<file path="config.mk">
export PLATFORM = sky130hd
export DESIGN_NAME = rxr_ring_mgr
export DESIGN_NICKNAME = d
export VERILOG_FILES = /design/src/rtl/rxr_pkg.sv /design/src/rtl/rxr_page_step.sv /design/src/rtl/rxr_verdict.sv /design/src/rtl/rxr_hdr_sel.sv /design/src/rtl/rxr_ring_mgr.sv
export SDC_FILE = /design/constraint.sdc
export NUM_CORES = 1
export LEC_CHECK = 0
export BUFFER_PORTS_ARGS = -buffer_cell sky130_fd_sc_hd__buf_4
export CAP_MARGIN = 20
export CORE_MARGIN = 2
export CORE_UTILIZATION = 38
export CTS_BUF_LIST = sky130_fd_sc_hd__clkbuf_4 sky130_fd_sc_hd__clkbuf_8
export DETAILED_ROUTE_END_ITERATION = 6
export GPL_ROUTABILITY_DRIVEN = 1
export PLACE_DENSITY_LB_ADDON = 0.15
export SYNTH_ARGS = -nofsm -noshare
export SYNTH_HDL_FRONTEND = slang
export SYNTH_SLANG_ARGS = --single-unit
</file>
<file path="constraint.sdc">
create_clock -name clk -period 4.75 [get_ports clk]
set_input_delay 0.475 -clock clk [delete_from_list [all_inputs] [get_ports clk]]
set_output_delay 0.475 -clock clk [all_outputs]
set_load 0.01 [all_outputs]
</file>
<file path="src/rtl/rxr_pkg.sv">
package rxr_pkg;

    typedef enum logic [0:0] {
        PH_DATA = 1'b0,
        PH_HDR  = 1'b1
    } rxr_phase_e;

    // status byte bit positions (header byte 0 carries the same layout)
    localparam int unsigned STB_OK   = 0;
    localparam int unsigned STB_CRC  = 1;
    localparam int unsigned STB_ALN  = 2;
    localparam int unsigned STB_RUNT = 3;
    localparam int unsigned STB_MISS = 4;

    // bytes reserved in front of every stored frame
    localparam int unsigned HDR_BYTES = 4;

endpackage

</file>
<file path="src/rtl/rxr_page_step.sv">
module rxr_page_step #(
    parameter int unsigned PG_W = 8
) (
    input  logic [PG_W-1:0] pg_i,
    input  logic [PG_W-1:0] first_i,
    input  logic [PG_W-1:0] limit_i,
    output logic [PG_W-1:0] next_o
);
    logic [PG_W-1:0] inc;

    always_comb begin
        inc    = pg_i + 1'b1;
        next_o = (inc == limit_i) ? first_i : inc;
    end
endmodule

</file>
<file path="src/rtl/rxr_verdict.sv">
module rxr_verdict
    import rxr_pkg::*;
#(
    parameter int unsigned LEN_W   = 16,
    parameter int unsigned MIN_LEN = 64
) (
    input  logic [LEN_W-1:0] len_i,
    input  logic             crc_i,
    input  logic             align_i,
    input  logic             missed_i,
    input  logic             keep_short_i,
    input  logic             keep_bad_i,
    output logic             accept_o,
    output logic [7:0]       status_o
);
    logic runt;
    logic bad;

    always_comb begin
        runt     = len_i < LEN_W'(MIN_LEN);
        bad      = crc_i | align_i;
        accept_o = !missed_i && (!bad || keep_bad_i) && (!runt || keep_short_i);
        status_o           = '0;
        status_o[STB_OK]   = accept_o;
        status_o[STB_CRC]  = crc_i;
        status_o[STB_ALN]  = align_i;
        status_o[STB_RUNT] = runt;
        status_o[STB_MISS] = missed_i;
    end
endmodule

</file>
<file path="src/rtl/rxr_hdr_sel.sv">
module rxr_hdr_sel #(
    parameter int unsigned LEN_W = 16
) (
    input  logic [1:0]       idx_i,
    input  logic [7:0]       status_i,
    input  logic [7:0]       next_i,
    input  logic [LEN_W-1:0] count_i,
    output logic [7:0]       byte_o
);
    always_comb begin
        unique case (idx_i)
            2'd0:    byte_o = status_i;
            2'd1:    byte_o = next_i;
            2'd2:    byte_o = count_i[7:0];
            default: byte_o = count_i[15:8];
        endcase
    end
endmodule

</file>
<file path="src/rtl/rxr_ring_mgr.sv">
module rxr_ring_mgr
    import rxr_pkg::*;
#(
    parameter int unsigned PG_W    = 8,
    parameter int unsigned OFS_W   = 8,
    parameter int unsigned MIN_LEN = 64
) (
    input  logic                  clk,
    input  logic                  rst_n,
    input  logic [PG_W-1:0]       cfg_first_pg,
    input  logic [PG_W-1:0]       cfg_limit_pg,
    input  logic                  cfg_monitor,
    input  logic                  cfg_keep_short,
    input  logic                  cfg_keep_bad,
    input  logic [PG_W-1:0]       host_bound_pg,
    input  logic                  rx_valid,
    input  logic [7:0]            rx_data,
    input  logic                  rx_last,
    input  logic                  rx_crc_err,
    input  logic                  rx_align_err,
    output logic                  mem_we,
    output logic [PG_W+OFS_W-1:0] mem_addr,
    output logic [7:0]            mem_wdata,
    output logic [PG_W-1:0]       cur_page,
    output logic                  overrun_flag,
    output logic                  evt_stored,
    output logic                  evt_dropped,
    output logic [7:0]            rx_status
);
    localparam int unsigned AW    = PG_W + OFS_W;
    localparam int unsigned LEN_W = 16;

    typedef struct packed {
        rxr_phase_e        ph;
        logic              inf;       // inside a frame
        logic [PG_W-1:0]   wr_pg;
        logic [OFS_W-1:0]  wr_ofs;
        logic [LEN_W-1:0]  len;
        logic              ovf;       // frame hit the boundary page
        logic [1:0]        hidx;
        logic [7:0]        h_status;
        logic [7:0]        h_next;
        logic [LEN_W-1:0]  h_count;
        logic [PG_W-1:0]   cur;
        logic              ovr;
        logic [PG_W-1:0]   bound_seen;
        logic              we;
        logic [AW-1:0]     waddr;
        logic [7:0]        wdata;
        logic              w_hdr;
        logic              stored;
        logic              dropped;
        logic [7:0]        status;
    } ring_state_t;

    ring_state_t s_q, s_d;

    logic [PG_W-1:0]  byte_pg_d;
    logic [OFS_W-1:0] byte_ofs_d;
    logic [PG_W-1:0]  pg_after_d;
    logic [LEN_W-1:0] len_now_d;
    logic             hit_d;
    logic             ovf_now_d;
    logic             accept_d;
    logic [7:0]       verdict_d;
    logic [7:0]       hdr_byte_d;

    always_comb begin
        byte_pg_d  = s_q.inf ? s_q.wr_pg  : s_q.cur;
        byte_ofs_d = s_q.inf ? s_q.wr_ofs : OFS_W'(HDR_BYTES);
        len_now_d  = (s_q.inf ? s_q.len : '0) + LEN_W'(1);
        hit_d      = (s_q.ph == PH_DATA) && rx_valid && !cfg_monitor
                     && (byte_pg_d == host_bound_pg);
        ovf_now_d  = (s_q.inf && s_q.ovf) || hit_d;
    end

    rxr_page_step #(.PG_W(PG_W)) u_step (
        .pg_i    (byte_pg_d),
        .first_i (cfg_first_pg),
        .limit_i (cfg_limit_pg),
        .next_o  (pg_after_d)
    );

    rxr_verdict #(.LEN_W(LEN_W), .MIN_LEN(MIN_LEN)) u_verdict (
        .len_i        (len_now_d),
        .crc_i        (rx_crc_err),
        .align_i      (rx_align_err),
        .missed_i     (cfg_monitor || ovf_now_d),
        .keep_short_i (cfg_keep_short),
        .keep_bad_i   (cfg_keep_bad),
        .accept_o     (accept_d),
        .status_o     (verdict_d)
    );

    rxr_hdr_sel #(.LEN_W(LEN_W)) u_hdr (
        .idx_i    (s_q.hidx),
        .status_i (s_q.h_status),
        .next_i   (s_q.h_next),
        .count_i  (s_q.h_count),
        .byte_o   (hdr_byte_d)
    );

    always_comb begin
        s_d         = s_q;
        s_d.we      = 1'b0;
        s_d.w_hdr   = 1'b0;
        s_d.stored  = 1'b0;
        s_d.dropped = 1'b0;

        if (hit_d) begin
            s_d.ovr = 1'b1;
        end else if (host_bound_pg != s_q.bound_seen) begin
            s_d.ovr = 1'b0;
        end
        s_d.bound_seen = host_bound_pg;

        unique case (s_q.ph)
            PH_DATA: begin
                if (rx_valid) begin
                    s_d.inf = 1'b1;
                    s_d.ovf = ovf_now_d;
                    s_d.len = len_now_d;
                    if (!cfg_monitor && !ovf_now_d) begin
                        s_d.we    = 1'b1;
                        s_d.waddr = {byte_pg_d, byte_ofs_d};
                        s_d.wdata = rx_data;
                    end
                    s_d.wr_ofs = byte_ofs_d + 1'b1;
                    s_d.wr_pg  = (&byte_ofs_d) ? pg_after_d : byte_pg_d;
                    if (rx_last) begin
                        s_d.inf     = 1'b0;
                        s_d.status  = verdict_d;
                        s_d.stored  = accept_d;
                        s_d.dropped = !accept_d;
                        if (accept_d) begin
                            s_d.ph       = PH_HDR;
                            s_d.hidx     = 2'd0;
                            s_d.h_status = verdict_d;
                            s_d.h_next   = 8'(pg_after_d);
                            s_d.h_count  = len_now_d + LEN_W'(HDR_BYTES);
                        end
                    end
                end
            end
            default: begin
                s_d.we    = 1'b1;
                s_d.w_hdr = 1'b1;
                s_d.waddr = {s_q.cur, OFS_W'(s_q.hidx)};
                s_d.wdata = hdr_byte_d;
                s_d.hidx  = s_q.hidx + 2'd1;
                if (s_q.hidx == 2'd3) begin
                    s_d.ph  = PH_DATA;
                    s_d.cur = PG_W'(s_q.h_next);
                end
            end
        endcase
    end

    always_ff @(posedge clk) begin
        if (!rst_n) begin
            s_q            <= '0;
            s_q.cur        <= cfg_first_pg;
            s_q.bound_seen <= host_bound_pg;
        end else begin
            s_q <= s_d;
        end
    end

    assign mem_we       = s_q.we;
    assign mem_addr     = s_q.waddr;
    assign mem_wdata    = s_q.wdata;
    assign cur_page     = s_q.cur;
    assign overrun_flag = s_q.ovr;
    assign evt_stored   = s_q.stored;
    assign evt_dropped  = s_q.dropped;
    assign rx_status    = s_q.status;


    page_move_chk: assert property (@(posedge clk) disable iff (!rst_n)
        !$stable(cur_page) |-> $past(s_q.ph == PH_HDR && s_q.hidx == 2'd3));


    overrun_rise_chk: assert property (@(posedge clk) disable iff (!rst_n)
        $rose(overrun_flag) |-> $past(rx_valid));


    no_bound_write_chk: assert property (@(posedge clk) disable iff (!rst_n)
        (mem_we && !s_q.w_hdr) |-> (mem_addr[AW-1:OFS_W] != $past(host_bound_pg)));


    hdr_offset_chk: assert property (@(posedge clk) disable iff (!rst_n)
        (mem_we && s_q.w_hdr) |-> (mem_addr[OFS_W-1:0] < OFS_W'(HDR_BYTES)));


    monitor_quiet_chk: assert property (@(posedge clk) disable iff (!rst_n)
        (mem_we && !s_q.w_hdr) |-> !$past(cfg_monitor));


    one_event_chk: assert property (@(posedge clk) disable iff (!rst_n)
        !(evt_stored && evt_dropped));
endmodule

</file>
# Word-level counts from Yosys, hierarchy flattened
# Index checks and enable logic that the tools add are counted.
op_classes:
  n_mux: 26
  n_bitwise: 5
  order_cmp: 1
  eq_ne: 8
  n_addsub: 5
  n_reduce_logical: 33
ops:
  columns: ["operator", "n"]
  rows:
  - ["25-bit 2-to-1 mux", 3]
  - ["69-bit 2-to-1 mux", 1]
  - ["34-bit 2-to-1 mux", 2]
  - ["53-bit 2-to-1 mux", 1]
  - ["8-bit 2-to-1 mux", 6]
  - ["10-bit 2-to-1 mux", 3]
  - ["8-bit case mux with 3 select lines", 1]
  - ["16-bit by 1-bit adder with 16-bit output, second input constant", 1]
  - ["16-bit by 3-bit adder with 16-bit output, second input constant", 1]
  - ["8-bit by 1-bit adder with 8-bit output, second input constant", 2]
  - ["8-bit == test", 2]
  - ["16-bit by 7-bit less-than comparator with 1-bit output, second input constant", 1]
  - ["16-bit 2-to-1 mux", 1]
  - ["2-bit nonzero test", 5]
  - ["8-bit inequality test", 1]
  - ["2-bit AND reduction", 4]
  - ["8-bit AND reduction", 1]
  - ["1-bit logical AND", 7]
  - ["1-bit logical NOT", 6]
  - ["1-bit 2-to-1 mux", 6]
  - ["3-bit AND reduction", 2]
  - ["2-bit == test, second input constant", 2]
  - ["1-bit logical OR", 4]
  - ["2-bit 2-to-1 mux", 2]
  - ["other kinds (9)", 13]
word_totals:
  regBits: 115
  word_cells: 98
  input_bits: 41

# Logic depth before layout (Yosys ltp)
# Gate-level depths: netlist (run 1).
logic_depth:
  word_depth: 14
  mapped_depth: 18
  depth_no_buf: 10

# Modules after synthesis
# Synthesis (run 1) repeated with hierarchy kept, for this count alone.
unflattened:
  cells_unflattened: 762
  area_unflattened_um2: 6497.5
modules_own_cells:
  columns: ["module", "seq_area_each_um2", "area_per_inst_um2", "cells_per_inst", "n_inst"]
  rows:
  - ["rxr_ring_mgr", 2502.4, 5785.5, 691, 1]
  - ["rxr_page_step", 0.0, 392.9, 45, 1]
  - ["rxr_hdr_sel", 0.0, 196.4, 10, 1]
  - ["rxr_verdict", 0.0, 122.6, 16, 1]

# Worst setup path after synthesis (run 1)
# Ideal clock, no wire load.
synth_timing:
  kind: "register to register"
  startpoint: "reg s_q[120] (netlist name)"
  endpoint: "reg s_q[67] (netlist name)"
  setup_time_ns: 0.080
  stages_incl_launch_ff: 17
  t_arrival_ns: 3.772
  path_buffers: 7
  slack_ns: 0.897
  path_cell_list: "dfxtp_1 -> buf_6 -> buf_12 -> buf_6 -> buf_4 -> clkbuf_1 -> clkbuf_1 -> clkbuf_1 -> and2_1 -> ha_1 -> nand3_2 -> or4_1 -> mux2i_1 -> a2111oi_2 -> nand3_1 -> xnor2_1 -> a211oi_2"
synth_between:
  elab_chain_cells: 9
synth_lines:
  columns: ["item", "line_no", "rtl"]
  rows:
  - ["start: declaration", "rxr_ring_mgr.sv:56", "ring_state_t s_q, s_d;"]
  - ["branches (longest 9 deep; another with 16-bit by 1-bit adder with 16-bit output)", null, null]
# Parallel ways; which one is timed is not known.
# A chain may end at the register's enable or synchronous reset.

# Worst setup path in the final report (run 1)
layout_timing:
  startpoint: "reg s_q[120] (netlist name)"
  endpoint: "reg s_q[75] (netlist name)"
# Same word-level chain as after synthesis.

==> flow_summary.toml, run 1 <==
[drt]
ant_nets = 0
vias = 5690
wl_mm = 18.3
viasPerCell = 5.49
wl_per_cell_um = 17.7
first_pass_iters = 5
route.detailed.drc = 0
first_iter_violations = 382

[sta]
rsz0062_at_grt = "no"
maxSlewViolCount = 0
timing.final.crit_share_pct = 76.0
fin_skew_ns = 0.0142
fin_crit_ns = 3.61
worstMarginPinSlew_ns = 0.942
fmax_mhz = 277
hold_viol_final = 0
tns_ns = 0
hold_slack_ns = 0.170
slew-limit-headroom_pct = 37.1
setup_viol = 0

[synthesis]
synth.cell_area_um2 = 6550
synth-seq-cells = 115
synth_cells = 776
avgSynthCellArea_um2 = 8.45
ys_seq_area_share_pct = 36.3
synth_edf_count = 8
synthFlopType = "dfxtp_1"
synthDistinctLibCells = 76
async_flop_share_pct = 0
yosysWarnings = 0

[worst_setup_path]
rr_startpoint = "s_q[120]"
critPathKind = "flop to flop"
required_ns = 5.06
arrival_ns = 3.92
crit_slowest_cell = "dfxtp_2"
crit_end = "s_q[75]"
worst_setup_path_start_kind = "flop"
end_kind = "flop"
reg2reg_to = "s_q[75]"
path_depth = 12
cp_top_family = "buffers and inverters"
max_stage_delay_ns = 0.78
worstPathMaxFanout = 31
cp-startpoint = "s_q[120]"
rr_worst_depth = 12
worstPathCellList = "buf_4, mux2i_4, inv_1, ha_1, inv_1, nor2_1, a32oi_1, xor2_1, nor4b_2, buf_4, mux2i_1, a22oi_1"
path_buf_inv = 4
r2r_setup_slack_ns = 1.14

[final_layout]
mostFrequentLayoutCells = "dfxtp_1, nand2_1, buf_4"
antenna_cells = 0
final_common_cell = "dfxtp_1"
fillers = 1741
nets = 848
design_area_um2 = 7450
drive_above_1_share_pct = 20.3
area_delta_synth_final_pct = 13.7

[outcome]
status = "completed"

[clock_network]
htreeDepth = 4
clkTransAtPathRegs_ns = 0.07
insertion_delay_ns = 0.45
cts_tree = "done"
post-cts-setup-buffer-count = 0
clkSinkCount = 115
root_buffer = "clkbuf_8"
cts_resized = 0
cts_buffers = 17
cts_hold_buf = 0
cts_max_path_buffers = 2

[worst_hold_path]
hold_class = "input port to flop"

[placed_design]
gp_congestion = 0.916
post-dp-hpwl_mm = 13.3
portBuffers = 81
placed_area_um2 = 6970

[pwr]
p_per_area_nw_per_um2 = 328
p_leak_nw = 2.82
vdd_ir_drop_max_uv = 175

[floorplanning]
die_w_um = 135
num_rows = 48
ios = 85
coreArea_um2 = 17100
dieArea_um2 = 18300
floorplan.initialDensity_pct = 38.4
die_h_um = 135

[global_route]
antenna_found_initial = 0
first_global_vias = 5334
grt_pass1_wl_mm = 29.4
gr-total-overflow = 0
grt.total_usage_pct = 20.7
grt_max_degree = 59

[job]
maxCapViolations = 0
[synth_stat cells, drive strengths merged (2+ instances only)]
library cell,n,area share [%]
a31oi,17,1.6
xor2,23,3.1
xor3,2,0.73
nor4,7,0.76
a31o,2,0.27
nand4b,3,0.40
nor2,36,2.1
nand2b,3,0.29
a211o,3,0.40
nand3,40,3.2
dfxtp,107,33
o21ai,57,4.4
a21o,4,0.46
o22ai,3,0.29
clkbuf,30,1.7
a222oi,5,0.76
buf,61,7.0
nor3b,3,0.59
edfxtp,8,3.7
nand2,94,5.4
and3,8,0.76
a311oi,3,0.50
nor2b,2,0.19
a22oi,16,1.8
nor3,20,1.6
and2,6,0.57
o221ai,2,0.27
a21oi,66,5.0
inv,22,1.3
ha,8,1.5
a211oi,17,2.5
or2,2,0.19
nand4,17,1.7
o31a,2,0.27
and4,6,0.80
mux2,3,0.52
o311a,2,0.31
xnor2,25,3.3
or3,4,0.38
mux2i,19,3.9
[kinds of logic after synthesis]
kind of cell | Yosys count | share of synthesized area (%)
AO/OA/AOI/OAI | 209 | 20.3
adder cells (fa/ha/maj) | 8 | 1.53
multiplexers | 22 | 4.41
XOR/XNOR | 51 | 7.48
flip-flops | 115 | 36.3
other | 1 | 0.0572
buffers and inverters | 114 | 10.0
AND/OR/NAND/NOR | 256 | 19.8
[flip-flops by register name, indices dropped and copies added, names as in the netlist]
register      cells
s_q              74
mem_addr         16
cur_page          8
mem_wdata         8
rx_status         5
evt_dropped       1
evt_stored        1
mem_we            1
overrun_flag      1
[worst reg2reg max path: stages, from the launching register on]
cell and delay [ns]:
dfxtp_2 0.78, buf_4 0.40, mux2i_4 0.40, inv_1 0.09, ha_1 0.26, inv_1 0.11
nor2_1 0.07, a32oi_1 0.33, xor2_1 0.13, nor4b_2 0.28, buf_4 0.26, mux2i_1 0.26
a22oi_1 0.12
[where the power goes]
part           internal [mW]  switching [mW]
Clock                  0.675           0.405
Combinational          0.134           0.173
Sequential              1.02          0.0433
Total                   1.82           0.621
[metrics by stage]
step	setup WS [ns]	util, %	cells	power [mW]
6_report	1.14	43.7	1037	2.45
5_1_grt	0.929	43.7	1037	2.55
4_1_cts	1.19	43.6	1036	2.47
3_5_place_dp	1.21	40.9	1004	1.39
3_3_place_gp	1.35	40.9	1004	1.38
2_1_floorplan	0.897	-	778	1.29
[how the worst min path moves through the flow]
stage                     startpoint  slack, ns  depth (start not counted)       to
global route        host_bound_pg[7]       0.14                          1  s_q[43]
finish              host_bound_pg[7]       0.17                          1  s_q[43]
floorplan                    s_q[77]       0.42                          2  s_q[77]
CTS                 host_bound_pg[7]       0.14                          1  s_q[43]
detailed placement           s_q[77]       0.44                          2  s_q[77]
global placement             s_q[77]       0.44                          2  s_q[77]
[per-layer routing]
layer | global-route usage (%) | vias up | share of wire (%)
li1 | - | 2808 | -
met1 | 28.0 | 2691 | 45
met2 | 33.1 | 163 | 47
met3 | 4.04 | 28 | 5.8
met4 | 7.00 | 0 | 2.0
met5 | 0 | - | 0
[final cells by class]
cell class	instances	area [um^2]	area share, %
clock buffer	22	290	3.90
clock inverter	10	176	2.37
inverter	23	86.3	1.16
multi-input combinational	549	3530	47.3
sequential	115	2380	32.0
tap	225	282	3.78
timing repair buffer	93	706	9.47
Power figures use the tool's default switching activity.
==> run 2, diff against run 1 <==
==> constraint.sdc (replaced) <==
create_clock -name clk -period 3.4 [get_ports clk]
set_input_delay 0.34 -clock clk [delete_from_list [all_inputs] [get_ports clk]]
set_output_delay 0.34 -clock clk [all_outputs]
set_load 0.01 [all_outputs]
==> run 2 against run 1 <==
The run now ends with design-rule violations left. Sequential share of layout area shrank 0.34 points. Sequential power increased by 40%. Clock power up 31%. Sequential cell count unchanged. Cell count is 1.3% higher. Clock-buffer cell count shrank 1. Critical endpoint unchanged. Non-clock buffer count up 14. Fmax is 17% higher. Worst hold slack worse by 0.13 ns. Highest routed layer unchanged.
==> flow_summary.toml, run 2 (synthesized netlist as in run 1, its figures left out) <==
[clock_network]
cts_resized = 0
cts_hold_buf = 0
clkSinkCount = 115
clkTransAtPathRegs_ns = 0.07
root_buffer = "clkbuf_8"
htreeDepth = 4
cts_tree = "done"
post-cts-setup-buffer-count = 0
cts_buffers = 17
insertion_delay_ns = 0.43
cts_max_path_buffers = 2

[worst_setup_path]
worstPathMaxFanout = 12
required_ns = 3.70
worst_setup_path_start_kind = "flop"
reg2reg_to = "s_q[75]"
arrival_ns = 3.38
cp-startpoint = "s_q[120]"
r2r_setup_slack_ns = 0.32
rr_worst_depth = 11
end_kind = "flop"
critPathKind = "flop to flop"
rr_startpoint = "s_q[120]"

[sta]
fin_skew_ns = 0.00766
tns_ns = 0
rsz0062_at_grt = "no"
fin_crit_ns = 3.08
worstMarginPinSlew_ns = 0.751
worst_slack_ns = 0.324
hold_slack_ns = 0.0377
fmax_mhz = 325
setup_viol = 0
timing.final.crit_share_pct = 90.5
hold_viol_final = 0
slew-limit-headroom_pct = 49.9
maxSlewViolCount = 0

[floorplanning]
coreArea_um2 = 17100
num_rows = 48
die_h_um = 135
ios = 85
die_w_um = 135
dieArea_um2 = 18300
floorplan.initialDensity_pct = 38.4

[placed_design]
portBuffers = 81
placed_area_um2 = 7100
post-dp-hpwl_mm = 13.7
gp_congestion = 0.990
place_ws_ns = 0.364

[drt]
wl_per_cell_um = 17.6
viasPerCell = 5.50
ant_nets = 0
wl_mm = 18.5
vias = 5770
first_pass_iters = 7
route.detailed.drc = 15
first_iter_violations = 532

[worst_hold_path]
min_from = "host_bound_pg[2]"
hold_path_depth = 1
whs_endpoint = "s_q[38]"
hold_class = "input port to flop"

[final_layout]
regMostFlops = "s_q"
fillers = 1724
area_delta_synth_final_pct = 14.9
drive_above_1_share_pct = 21.7
design_area_um2 = 7530
antenna_cells = 0
mostFrequentLayoutCells = "dfxtp_1, buf_4, nand2_1"
nets = 862
largest_register_ffs = 74

[pwr]
p_leak_nw = 2.87
vdd_ir_drop_max_uv = 241
p_per_area_nw_per_um2 = 443
p_total_mw = 3.34

[global_route]
grt_pass1_wl_mm = 28.8
gr-total-overflow = 0
first_global_vias = 5429
grt.total_usage_pct = 20.2
antenna_found_initial = 0
grt_max_degree = 38

[outcome]
failed_checks = "design-rule violations"
status = "finished with violations"

[job]
maxCapViolations = 0
-- run 2: where the power goes --
| group | switching [mW] | total (mW) | internal (mW) |
|---|---|---|---|
| Combinational | 0.250 | 0.451 | 0.201 |
| Sequential | 0.0566 | 1.48 | 1.42 |
| Clock | 0.566 | 1.41 | 0.846 |
| Total | 0.873 | 3.34 | 2.46 |
-- run 2: worst max path at each step --
stage,to,slack (ns),cells after the start
6_report,s_q[75],0.32,11
5_1_grt,s_q[73],0.14,11
4_1_cts,s_q[70],0.35,9
3_5_place_dp,s_q[70],0.36,9
3_3_place_gp,s_q[75],0.42,11
2_1_floorplan,s_q[67],0.001,16
-- run 2: cell type report --
type / count / area [um^2] / share of cell area, %
Clock buffer: 21 / 277 / 3.67
Inverter: 23 / 86.3 / 1.15
Tap cell: 225 / 282 / 3.74
Multi-Input combinational cell: 549 / 3530 / 46.9
Clock inverter: 10 / 156 / 2.08
Sequential cell: 115 / 2380 / 31.7
Timing Repair Buffer: 107 / 816 / 10.8
-- run 2: through the flow --
stage | util (%) | cells
after detailed placement | 41.6 | 1019
after global placement | 41.5 | 1018
after CTS | 44.1 | 1050
after global routing | 44.1 | 1050
final | 44.1 | 1050
after floorplan | - | 778
-- run 2: worst max-delay path: stages, from the launching register on --
cell and delay [ns]:
dfxtp_2 0.62, mux2i_4 0.42, inv_1 0.08, ha_1 0.26, inv_1 0.11, nor2_1 0.06
a32oi_1 0.30, xor2_1 0.13, nor4b_2 0.27, buf_4 0.26, mux2i_1 0.30, a22oi_1 0.13
-- run 2: per-layer routing --
layer  GRT usage [%]  part of all wire, %  up-vias
met4            6.71                  1.7        0
met5               0                    0        -
li1                -                    -     2828
met2            31.8                   45      196
met3            5.42                  6.4       22
met1            26.9                   46     2724
